===== config.mk =====
export PLATFORM = sky130hd
export DESIGN_NAME = usb_speed_tracker
export DESIGN_NICKNAME = d
export VERILOG_FILES = /design/src/rtl/usb_speed_tracker.sv
export SDC_FILE = /design/constraint.sdc
export NUM_CORES = 1
export LEC_CHECK = 0
export ABC_AREA = 1
export BUFFER_PORTS_ARGS = -buffer_cell sky130_fd_sc_hd__buf_2
export CELL_PAD_IN_SITES_DETAIL_PLACEMENT = 0
export CELL_PAD_IN_SITES_GLOBAL_PLACEMENT = 2
export CORE_MARGIN = 5
export CORE_UTILIZATION = 30
export CTS_CLUSTER_DIAMETER = 40
export DETAILED_ROUTE_END_ITERATION = 10
export GPL_ROUTABILITY_DRIVEN = 1
export HOLD_SLACK_MARGIN = 0.12
export PLACE_DENSITY = 0.81
export SLEW_MARGIN = 10
export SYNTH_ARGS = -nofsm -noshare
export SYNTH_HDL_FRONTEND = slang
export SYNTH_SLANG_ARGS = --single-unit

===== constraint.sdc =====
create_clock -name clk -period 3.1 [get_ports clk]
set_input_delay 0.465 -clock clk [delete_from_list [all_inputs] [get_ports clk]]
set_output_delay 0.465 -clock clk [all_outputs]
set_load 0.005 [all_outputs]

===== src/rtl/usb_speed_tracker.sv =====
module usb_speed_tracker #(
  parameter int TIMEOUT_BITS = 18
) (
  input  logic       clk,
  input  logic       rst_n,
  input  logic       pid_valid,
  input  logic [2:0] pid_kind,
  input  logic       eop,
  input  logic       bit_tick,
  input  logic       line_idle,
  input  logic       ls_only,
  output logic       ls_sel,
  output logic       ls_det
);
  localparam int CW = $clog2(TIMEOUT_BITS + 1);
  localparam logic [2:0] K_PRE = 3'd0, K_SETUP = 3'd1, K_OUT = 3'd2,
                         K_IN = 3'd3, K_DATA = 3'd4, K_HS = 3'd5;

  typedef enum logic [2:0] {
    ST_FULL, ST_TOKEN, ST_IN_DATA, ST_HOST_DATA, ST_HOST_HS, ST_IN_HS
  } state_t;
  typedef enum logic [1:0] {PEND_NONE, PEND_OUT, PEND_IN} pend_t;

  state_t        state, state_nx;
  pend_t         pend, pend_nx;
  logic [CW-1:0] cnt;
  logic          in_ls, expire;

  assign in_ls  = (state != ST_FULL);
  assign expire = in_ls && bit_tick && line_idle && (cnt == CW'(TIMEOUT_BITS - 1));
  assign ls_sel = ls_only | in_ls;
  assign ls_det = ls_sel;

  always_comb begin
    state_nx = state;
    pend_nx  = pend;
    if (pid_valid) begin
      state_nx = ST_FULL;
      case (state)
        ST_FULL: begin
          if (pid_kind == K_PRE) begin
            pend_nx = PEND_NONE;
            case (pend)
              PEND_OUT: state_nx = ST_HOST_DATA;
              PEND_IN:  state_nx = ST_IN_HS;
              default:  state_nx = ST_TOKEN;
            endcase
          end else if (pid_kind == K_SETUP || pid_kind == K_OUT || pid_kind == K_IN) begin
            pend_nx = PEND_NONE;
          end
        end
        ST_TOKEN: begin
          pend_nx = PEND_NONE;
          if (pid_kind == K_SETUP || pid_kind == K_OUT) pend_nx = PEND_OUT;
          else if (pid_kind == K_IN) state_nx = ST_IN_DATA;
        end
        ST_IN_DATA: pend_nx = (pid_kind == K_DATA) ? PEND_IN : PEND_NONE;
        ST_HOST_DATA: begin
          pend_nx = PEND_NONE;
          if (pid_kind == K_DATA) state_nx = ST_HOST_HS;
        end
        default: pend_nx = PEND_NONE;
      endcase
    end else if (expire) begin
      state_nx = ST_FULL;
      pend_nx  = PEND_NONE;
    end
  end

  always_ff @(posedge clk) begin
    if (!rst_n || ls_only) begin
      state <= ST_FULL;
      pend  <= PEND_NONE;
      cnt   <= '0;
    end else begin
      state <= state_nx;
      pend  <= pend_nx;
      if (!in_ls || pid_valid || eop || expire) cnt <= '0;
      else if (bit_tick && line_idle)          cnt <= cnt + 1'b1;
    end
  end

  a_r2_pre_enters_ls: assert property (@(posedge clk) disable iff (!rst_n)
    (!ls_only && state == ST_FULL && pid_valid && pid_kind == K_PRE) |=> ls_sel);
  a_r3_token_out_leaves: assert property (@(posedge clk) disable iff (!rst_n)
    (!ls_only && state == ST_TOKEN && pid_valid && (pid_kind == K_SETUP || pid_kind == K_OUT))
    |=> (!ls_sel && pend == PEND_OUT));
  a_r8_timeout_full: assert property (@(posedge clk) disable iff (!rst_n)
    (!ls_only && expire && !pid_valid) |=> !ls_sel);
  a_r8_cnt_bounded: assert property (@(posedge clk) disable iff (!rst_n)
    cnt < CW'(TIMEOUT_BITS));
  a_r9_busy_no_count: assert property (@(posedge clk) disable iff (!rst_n)
    (!ls_only && in_ls && !pid_valid && !eop && !line_idle) |=> (cnt == $past(cnt)));
  a_r11_only_forces: assert property (@(posedge clk) disable iff (!rst_n)
    ls_only |-> ls_sel);
endmodule


==> reports/qor.txt <==
Vias in the first global route: 569
Sequential standard cell area: 200.2 um2
Syn Nets: 107
TritonCTS clock tree: done
First-pass GRT wire length: 2.194 mm
Fin Setup TNS: 0 ns
CP Launch Point: state[0]
1st-pass router iterations: 4
Avg Inst Size Synth: 6.638 um2
Slew Viols, Final: 0
WS Path Type: flip-flop to output pin
Worst Setup End Kind: output pin
I/O Buffers: 11
Bufs on Longest Clock Path: 2
Initial Utilization: 31.82%
Worst path arrival time: 1.13 ns
MaxCap Viol Count: 0
Synth Instances: 95
Die X: 55.85 um
Hold_ws: 0.5046 ns
Syn. warnings: 0
Layout Cells excl Fill: 135
Overall via count from detail_route: 581
Antenna fix cells: 0
Hold depth: 2
Leading area contributor after synthesis: dfxtp_1
Slowest CP cell: dfxtp_1
Largest net degree at the start of global routing: 8
Outcome: complete, no violations
Hold_buf cts: 0
Unique masters post-synth: 21
Vias/cell: 4.304
DPL Wire Length: 1.045 mm
Reg2reg start: cnt[0]
Die H: 55.85 um
Placed Cells incl. Taps: 132
Synth top area cells: dfxtp_1 32%, nand2_1 11%, nor2_1 10%
GP Congestion: 0.7170
Setup violators final: 0
FILL cells: 216
Cell area power density: 331.3 nW/um2
Fmax: 625.2 MHz
Core Box Area: 1982 um2
Die area: 3119 um2
Overflow after GRT: 0
Final Hold Fails: 0
Register-to-Register Path Depth: 8
CP peak stage delay: 0.34 ns
H-Tree Depth: 1
Tcrit/Tclk final: 51.60%
Rel. slew slack: 83.96%
Routed len/inst: 9.319 um
Worst VDD drop: 0.0001429 V
Rows: 16
Routed Antenna Nets: 0
Footprint of the multi-input gates: 362.8 um2
Iter 0 DRT Violations: 10
Post-CTS Setup Bufs: 0
Crit start category: flip-flop
Hold path start: state[0]
Post-layout nets: 122
Worst-margin pin slew: 0.2400 ns
Layout cells sized above 1: 25.93%
Crit-path cells: nor2_2, nand2_2, inv_1, nand2_1, buf_2
TritonCTS buffer count: 3
Yosys top cell area share: 31.75%
WP data required: 2.63 ns
Min-Delay Endpoint: state[0]
Reg2Reg Setup Slack: 1.84 ns
Leak pwr: 0.3138 nW
Max FO, Critical Path: 3
Synth-to-Final Area Change: 16.47%
Initial antenna violation count: 0
Overall power: 0.2433 mW
Reg-to-reg endpoint: cnt[4]
Skew final: 0.007666 ns
Tmin final: 1.600 ns
Post-synthesis sequential area ratio: 31.75%
RSZ-0062 raised after global routing: no
Clock insertion delay at the later pin of the skew report: 0.26 ns
GRT Resource Usage Total: 8.901%
Synthesized area: 630.6 um2
Post-layout util: 37.06%
Post-cts resize count: 0
I/O pin count: 12
CTS sink count: 10
CTS root buffer: clkbuf_4
Drt drc: 0
Clk slew on worst S/H paths: 0.07 ns
WL final: 1.258 mm
Yosys reg bits: 10
Hold Crit Class: flip-flop to flip-flop
-- area by class of cell --
cell class	instances	area share, %
multi-input cells	68	49.40
inverters	16	8.177
flip-flops and latches	10	27.26
clock buffers	3	3.066
well taps	27	4.600
repair buffers	11	7.496
-- state kept, by name, summed over array words and instances, names as in the netlist --
signal  flops
cnt         5
state       3
pend        2
-- kinds of logic (layout without fill, tap and decap cells) --
logic type	after synthesis	in the layout	share of synthesized area (%)
and+or+nand+nor	58	58	44.84
buffers and inverters	17	30	10.71
xor gates and xnor gates	3	3	4.167
DFF	10	10	31.75
AOI/OAI and AO/OA	5	5	4.562
adders and majority gates	2	2	3.968
-- routing by layer --
layer	vias up	GRT usage, %	routed length [um]
met3	2	3.016	75
met2	9	15.71	610
met4	0	6.102	15
met5	-	0	0
li1	318	-	-
met1	252	8.666	556
-- layout by cell type (no fill, tap or decap), types with 2 or more instances in the layout --
| cell | count |
|---|---|
| nand2_1 | 19 |
| nor2_1 | 17 |
| inv_1 | 15 |
| buf_2 | 11 |
| dfxtp_1 | 10 |
| nand3_1 | 8 |
| nand2_2 | 5 |
| a21oi_1 | 3 |
| clkbuf_4 | 3 |
| nor2_2 | 2 |
| nor3_2 | 2 |
| xor2_1 | 2 |
| ha_1 | 2 |
-- how the worst max path moves through the flow --
stage	to
6_report	ls_det
4_1_cts	ls_sel
3_3_place_gp	state[2]
2_1_floorplan	ls_sel
3_5_place_dp	state[2]
5_1_grt	ls_sel
-- through the flow --
stage | instance area (um2) | worst slack (ns)
floorplan | 630.6 | 1.800
global placement | 711.9 | 1.683
detailed placement | 711.9 | 1.727
CTS | 734.5 | 1.478
global route | 734.5 | 1.396
finish | 734.5 | 1.500
-- cell usage after synthesis, drive strengths merged --
| cell type | count |
|---|---|
| a21oi | 4 |
| buf | 1 |
| dfxtp | 10 |
| ha | 2 |
| inv | 16 |
| nand2 | 24 |
| nand3 | 9 |
| nand4 | 1 |
| nor2 | 19 |
| nor3 | 4 |
| o21ai | 1 |
| or2 | 1 |
| xnor2 | 1 |
| xor2 | 2 |
-- critical path, delay by kind of cell, from the launching register on --
kind,cells,cell delay (ns)
flops,1,0.34
buf+inv,2,0.24
simple gates,3,0.30
-- power by group --
part | leakage (nW) | internal (mW) | total [mW] | switching [mW]
Combinational | 0.219 | 0.0103 | 0.0276 | 0.0173
Sequential | 0.0807 | 0.130 | 0.130 | 0.000607
Clock | 0.0138 | 0.0446 | 0.0855 | 0.0409
Total | 0.314 | 0.185 | 0.243 | 0.0588
(Power assumes the default switching activity.)
